`src/rtl/frs_pkg.sv`:
```
package frs_pkg;

    typedef enum logic [2:0] {
        ST_RUN,
        ST_PEND,
        ST_RESET,
        ST_ABORT,
        ST_RECOVER
    } frs_state_e;

    typedef struct packed {
        logic int_rst;
        logic force_rdarray;
        logic abort;
        logic stat_load;
        logic rd_ok;
        logic wr_ok;
    } frs_qual_t;

    localparam logic [7:0] FRS_STAT_INIT = 8'h80;

    function automatic int frs_max(input int a, input int b);
        return (a > b) ? a : b;
    endfunction

    function automatic int frs_width(input int v);
        int w;
        w = $clog2(v + 1);
        return (w < 1) ? 1 : w;
    endfunction

endpackage

```
`src/rtl/frs_sync.sv`:
```
module frs_sync #(
    parameter int STAGES = 2
) (
    input  logic clk,
    input  logic rst,
    input  logic pin_n,
    output logic pin_low
);
    logic [STAGES-1:0] chain;

    genvar g;
    generate
        for (g = 0; g < STAGES; g++) begin : g_stage
            if (g == 0) begin : g_first
                always_ff @(posedge clk) begin
                    if (rst) chain[g] <= 1'b1;
                    else     chain[g] <= pin_n;
                end
            end else begin : g_next
                always_ff @(posedge clk) begin
                    if (rst) chain[g] <= 1'b1;
                    else     chain[g] <= chain[g-1];
                end
            end
        end
    endgenerate

    assign pin_low = ~chain[STAGES-1];

    // first stage samples the pin every cycle outside reset
    assert_sync_sample_R2: assert property (@(posedge clk) disable iff (rst)
        !$past(rst) |-> (chain[0] == $past(pin_n)));

endmodule

```
`src/rtl/frs_ctrl.sv`:
```
module frs_ctrl
    import frs_pkg::*;
#(
    parameter int MIN_PULSE = 3,
    parameter int SHUT_CYC  = 5,
    parameter int RD_REC    = 4,
    parameter int WR_REC    = 6
) (
    input  logic      clk,
    input  logic      rst,
    input  logic      pin_low,
    input  logic      op_busy,
    output frs_qual_t qual
);
    localparam int REC_MAX = frs_max(RD_REC, WR_REC);
    localparam int CNT_TOP = frs_max(frs_max(MIN_PULSE, SHUT_CYC), REC_MAX);
    localparam int CNT_W   = frs_width(CNT_TOP);

    localparam logic [CNT_W-1:0] PULSE_LAST = CNT_W'(frs_max(MIN_PULSE - 1, 0));
    localparam logic [CNT_W-1:0] SHUT_LAST  = CNT_W'(frs_max(SHUT_CYC - 1, 0));
    localparam logic [CNT_W-1:0] REC_LAST   = CNT_W'(REC_MAX);
    localparam logic [CNT_W-1:0] RD_LIM     = CNT_W'(RD_REC);
    localparam logic [CNT_W-1:0] WR_LIM     = CNT_W'(WR_REC);
    localparam logic [CNT_W-1:0] CNT_ONE    = CNT_W'(1);

    frs_state_e       state_q, state_d;
    logic [CNT_W-1:0] cnt_q, cnt_d;

    always_comb begin
        state_d = state_q;
        cnt_d   = cnt_q;
        case (state_q)
            ST_RUN: begin
                if (pin_low) begin
                    if (op_busy) begin
                        state_d = ST_ABORT;
                        cnt_d   = '0;
                    end else if (MIN_PULSE < 2) begin
                        state_d = ST_RESET;
                        cnt_d   = '0;
                    end else begin
                        state_d = ST_PEND;
                        cnt_d   = CNT_ONE;
                    end
                end
            end
            ST_PEND: begin
                if (!pin_low) begin
                    state_d = ST_RUN;
                    cnt_d   = '0;
                end else if (cnt_q >= PULSE_LAST) begin
                    state_d = ST_RESET;
                    cnt_d   = '0;
                end else begin
                    cnt_d = cnt_q + CNT_ONE;
                end
            end
            ST_RESET: begin
                if (!pin_low) begin
                    state_d = ST_RECOVER;
                    cnt_d   = '0;
                end
            end
            ST_ABORT: begin
                if (cnt_q == SHUT_LAST) begin
                    state_d = pin_low ? ST_RESET : ST_RECOVER;
                    cnt_d   = '0;
                end else begin
                    cnt_d = cnt_q + CNT_ONE;
                end
            end
            ST_RECOVER: begin
                if (pin_low) begin
                    state_d = ST_RESET;
                    cnt_d   = '0;
                end else if (cnt_q == REC_LAST) begin
                    state_d = ST_RUN;
                    cnt_d   = '0;
                end else begin
                    cnt_d = cnt_q + CNT_ONE;
                end
            end
            default: begin
                state_d = ST_RESET;
                cnt_d   = '0;
            end
        endcase
    end

    always_ff @(posedge clk) begin
        if (rst) begin
            state_q <= ST_RUN;
            cnt_q   <= '0;
        end else begin
            state_q <= state_d;
            cnt_q   <= cnt_d;
        end
    end

    logic in_reset, in_run, in_rec;
    assign in_reset = (state_q == ST_RESET) || (state_q == ST_ABORT);
    assign in_run   = (state_q == ST_RUN) || (state_q == ST_PEND);
    assign in_rec   = (state_q == ST_RECOVER);

    always_comb begin
        qual.int_rst       = in_reset;
        qual.force_rdarray = in_reset;
        qual.abort         = (state_q == ST_ABORT) && (cnt_q == '0);
        qual.stat_load     = in_rec && (cnt_q == '0);
        qual.rd_ok         = in_run || (in_rec && (cnt_q >= RD_LIM));
        qual.wr_ok         = in_run || (in_rec && (cnt_q >= WR_LIM));
    end

    // abort strobe lasts one cycle and follows a busy operation
    assert_abort_single_R7: assert property (@(posedge clk) disable iff (rst)
        qual.abort |=> !qual.abort);
    assert_abort_busy_R7: assert property (@(posedge clk) disable iff (rst)
        qual.abort |-> $past(op_busy));
    // no access qualifier while in reset
    assert_reset_blocks_R3: assert property (@(posedge clk) disable iff (rst)
        qual.int_rst |-> (!qual.rd_ok && !qual.wr_ok));
    // status load is a single pulse
    assert_stat_single_R5: assert property (@(posedge clk) disable iff (rst)
        qual.stat_load |=> !qual.stat_load);
    // shutdown interval ends after SHUT_CYC cycles
    assert_shutdown_end_R8: assert property (@(posedge clk) disable iff (rst)
        (state_q == ST_ABORT && cnt_q == SHUT_LAST) |=> (state_q != ST_ABORT));
    // a pending low pulse keeps both accesses allowed
    assert_pending_open_R4: assert property (@(posedge clk) disable iff (rst)
        (state_q == ST_PEND) |-> (qual.rd_ok && qual.wr_ok && !qual.int_rst));

endmodule

```
`src/rtl/frs_gate.sv`:
```
module frs_gate (
    input  logic clk,
    input  logic rst,
    input  logic rd_ok,
    input  logic wr_ok,
    input  logic bus_rd,
    input  logic bus_wr,
    output logic data_oe,
    output logic rd_viol,
    output logic wr_viol
);
    logic rd_viol_q, wr_viol_q;

    assign data_oe = bus_rd & rd_ok;

    always_ff @(posedge clk) begin
        if (rst) begin
            rd_viol_q <= 1'b0;
            wr_viol_q <= 1'b0;
        end else begin
            rd_viol_q <= bus_rd & ~rd_ok;
            wr_viol_q <= bus_wr & ~wr_ok;
        end
    end

    assign rd_viol = rd_viol_q;
    assign wr_viol = wr_viol_q;

    // flags trace back to a blocked access one cycle earlier
    assert_rd_flag_R10: assert property (@(posedge clk) disable iff (rst)
        rd_viol |-> ($past(bus_rd) && !$past(rd_ok)));
    assert_wr_flag_R10: assert property (@(posedge clk) disable iff (rst)
        wr_viol |-> ($past(bus_wr) && !$past(wr_ok)));
    assert_no_drive_R10: assert property (@(posedge clk) disable iff (rst)
        !rd_ok |-> !data_oe);

endmodule

```
`src/rtl/flash_rst_seq.sv`:
```
module flash_rst_seq
    import frs_pkg::*;
#(
    parameter int SYNC_STAGES = 2,
    parameter int MIN_PULSE   = 3,
    parameter int SHUT_CYC    = 5,
    parameter int RD_REC      = 4,
    parameter int WR_REC      = 6
) (
    input  logic       clk,
    input  logic       rst,
    input  logic       pin_rst_n,
    input  logic       op_busy,
    input  logic       bus_rd,
    input  logic       bus_wr,
    output logic       data_oe,
    output logic       int_rst,
    output logic       force_rdarray,
    output logic       op_abort,
    output logic       stat_load,
    output logic [7:0] stat_value,
    output logic       rd_ok,
    output logic       wr_ok,
    output logic       rd_viol,
    output logic       wr_viol
);
    logic      pin_low;
    frs_qual_t qual;

    frs_sync #(.STAGES(SYNC_STAGES)) sync_i (
        .clk     (clk),
        .rst     (rst),
        .pin_n   (pin_rst_n),
        .pin_low (pin_low)
    );

    frs_ctrl #(
        .MIN_PULSE (MIN_PULSE),
        .SHUT_CYC  (SHUT_CYC),
        .RD_REC    (RD_REC),
        .WR_REC    (WR_REC)
    ) ctrl_i (
        .clk     (clk),
        .rst     (rst),
        .pin_low (pin_low),
        .op_busy (op_busy),
        .qual    (qual)
    );

    frs_gate gate_i (
        .clk     (clk),
        .rst     (rst),
        .rd_ok   (qual.rd_ok),
        .wr_ok   (qual.wr_ok),
        .bus_rd  (bus_rd),
        .bus_wr  (bus_wr),
        .data_oe (data_oe),
        .rd_viol (rd_viol),
        .wr_viol (wr_viol)
    );

    assign int_rst       = qual.int_rst;
    assign force_rdarray = qual.force_rdarray;
    assign op_abort      = qual.abort;
    assign stat_load     = qual.stat_load;
    assign stat_value    = FRS_STAT_INIT;
    assign rd_ok         = qual.rd_ok;
    assign wr_ok         = qual.wr_ok;

endmodule

```
`config.mk`:
```
export PLATFORM = sky130hd
export DESIGN_NAME = flash_rst_seq
export DESIGN_NICKNAME = d
export VERILOG_FILES = /design/src/rtl/frs_pkg.sv /design/src/rtl/frs_sync.sv /design/src/rtl/frs_ctrl.sv /design/src/rtl/frs_gate.sv /design/src/rtl/flash_rst_seq.sv
export SDC_FILE = /design/constraint.sdc
export NUM_CORES = 1
export LEC_CHECK = 0
export BUFFER_PORTS_ARGS = -buffer_cell sky130_fd_sc_hd__buf_4
export CAP_MARGIN = 5
export CORE_UTILIZATION = 45
export DETAILED_ROUTE_END_ITERATION = 8
export PLACE_DENSITY = 0.78
export RECOVER_POWER = 50
export SETUP_SLACK_MARGIN = 0.2
export SYNTH_ARGS = -nofsm -noshare
export SYNTH_HDL_FRONTEND = slang
export SYNTH_HIERARCHICAL = 1
export SYNTH_SLANG_ARGS = --single-unit
```
`constraint.sdc`:
```
create_clock -name clk -period 1.9 [get_ports clk]
set_clock_uncertainty 0.05 [all_clocks]
set_input_delay 0.38 -clock clk [delete_from_list [all_inputs] [get_ports clk]]
set_output_delay 0.38 -clock clk [all_outputs]
set_load 0.01 [all_outputs]
```
==> run summary <==
final non-filler cell area = 1080 um2
GRT Util Overall = 22.5%
via density per instance = 5.52
Area Overhead vs Synth = 35.8%
Antenna diodes = 0
Unique masters post-synth = 41
first-pass GRT wire length = 3110 um
H-Tree Depth = 1
Ports = 23
WP data arrival = 1310 ps
crit path max fanout = 4
vias in the first global route = 691
detailed-route via count = 734
outcome = finished clean
most frequent cells in the layout = 23 x buf_4, 8 x conb_1, 6 x nand2b_1
average wire per standard cell = 15.2 um
met3 usage = 8.75%
drc violations = 0
DP Wirelength = 1230 um
Post-synth ARST share = 0%
# setup viols final = 0
TritonCTS clock tree = yes
Static Leakage = 0.451 nW
layout cells sized above 1 = 47.9%
grt ovf = 0
CP endpoint kind = output port
yosys warns = 6
M1 GR Usage = 22.9%
total wire length = 2030 um
Hold Crit Class = primary input to flop
Inserted Clock Buffers = 3
die extent in x = 44.0 um
sequential share of the synthesized area = 25.2%
CP startpoint kind = flop
unrepaired setup endpoints after global routing = true
internal power = 755 uW
Port-buffer cells = 14
final hold viol count = 0
largest net degree at the start of global routing = 14
final max-slew violation count = 0
Max-Cap Viols = 0
Peak VDD IR = 0.705 mV
number of flops mapped to enable cells by yosys = 0
Sink Count = 10
number of antenna violations at the first check in global routing = 0
clock power share = 15.7%
NumNets Final = 127
Net Switching = 512 uW
PD cells = 1180 nW/um2
CP peak stage delay = 360 ps
fin crit period = 1740 ps
combinational power share = 59.6%
hold buffer count at cts = 0
commonest non-fill, non-tap cell in the layout = buf_4
Mean Syn Cell Area = 8.62 um2
maximum clock rate = 576 MHz
part of the power in registers = 24.7%
Cell Rows = 14
Top Usage Layer GRT = met2
CTS clk-pin slew, worst paths = 70 ps
register bit count reported by yosys = 10
Sw Share = 40.4%
post-route ant nets = 0
initial core utilization = 50.3%
drt initial violations = 8
clk buf depth = 2
core area = 1580 um2
Die Y = 44.0 um
M2 GR Usage = 41.8%
Clk Latency, worst-skew pair = 270 ps
critical path's slowest cell = dfxtp_4
predominant post-synthesis flop cell = dfxtp_1
root buf cell = clkbuf_4
TritonRoute pass-1 iters = 6
Cells after DPL = 118
full die area = 1930 um2
Syn Std Cell Area = 793 um2
Slew headroom = 57.8%
critical setup path kind = flop to output port
Syn Inst Count = 92
Area after DPL = 872 um2
period utilization = 91.4%
delay-heaviest family, CP = simple AND/OR/NAND/NOR gates
Post-Layout Cell Count = 133
WP buf/inv = 1
Worst Tran Pin Value = 633 ps
GP Congestion = 0.832
critical path data required time = 1470 ps
CP cell instances = nand2b_4 -> or2_4 -> a21oi_4 -> buf_6
setup TNS = 0 ps
## power groups by stage
| stage | registers [mW] | logic [mW] | clock network (mW) |
|---|---|---|---|
| floorplan | 0.283 | 0.429 | 0 |
| global placement | 0.306 | 0.550 | 0 |
| detailed placement | 0.311 | 0.559 | 0 |
| CTS | 0.308 | 0.636 | 0.202 |
| global route | 0.319 | 0.816 | 0.213 |
| finish | 0.312 | 0.755 | 0.199 |
## synthesized netlist by cell type, types with 2 or more instances
master | count | area share, %
nor2_1 | 8 | 3.8
a21boi_0 | 2 | 1.9
or2_1 | 2 | 1.6
o21ai_0 | 2 | 1.3
nor3_1 | 3 | 1.9
a211oi_1 | 2 | 1.9
nand2b_1 | 7 | 5.5
buf_6 | 2 | 2.8
nor4_1 | 2 | 1.6
inv_1 | 3 | 1.4
buf_4 | 10 | 9.5
dfxtp_1 | 10 | 25
nand2_1 | 2 | 0.95
conb_1 | 2 | 0.95
ha_1 | 3 | 4.7
a21oi_1 | 5 | 3.2
buf_2 | 2 | 1.3
nor3b_2 | 2 | 3.2
## per-stage QoR
step | hold WS (ps) | power [mW] | worst slack [ps] | utilization, %
after floorplan | 335 | 0.712 | 207 | -
after global placement | 339 | 0.856 | 174 | 55.3
after detailed placement | 372 | 0.870 | 136 | 55.3
after CTS | 249 | 1.15 | 125 | 61.9
after global routing | 230 | 1.35 | 89.7 | 68.3
final | 253 | 1.27 | 163 | 68.3
## worst paths after layout
kind,slack (ps),cells after the start,to,from
setup / recovery,160,4,wr_ok,ctrl_i/state_q[0]
hold / removal,250,2,sync_i/chain[0],pin_rst_n
setup reg to reg,190,5,ctrl_i/state_q[2],ctrl_i/state_q[2]
hold reg to reg,380,1,sync_i/chain[1],sync_i/chain[0]
## metal layers
metal	routed length, um	share of wire, %
met1	806	40
met2	1120	55
met3	83	4.1
met4	15	0.74
met5	0	0
## sequential cells by signal, summed over array words and instances (netlist names)
name and flops:
sync_i/chain 2, ctrl_i/state_q 3, gate_i/rd_viol 1, ctrl_i/cnt_q 3, gate_i/wr_viol 1
## cell type report
cell class	instances	area, um2
tap	16	20.0
inverter	3	11.3
multi-input combinational	70	569
fill	126	499
sequential	10	219
timing repair buffer	30	221
clock buffer	4	36.3
## timing repair
action,4_1_cts,5_1_grt
setup endpoints to repair,8,7
pin swaps,1,8
buffers inserted,3,8
resized for setup,13,16
## cells by family (layout without fill, tap and decap cells)
family                   Yosys count  after routing  share of synthesized area, %
adder cells (fa/ha/maj)            3              3                          4.73
buffers and inverters             18             37                          15.5
AO/OA/AOI/OAI                     20             20                          20.3
multiplexers                       1              1                          1.26
flip-flops                        10             10                          25.2
AND/OR/NAND/NOR                   37             37                          30.9
other                              2              8                         0.947
XOR/XNOR                           1              1                          1.10
(Power assumes the default switching activity.)
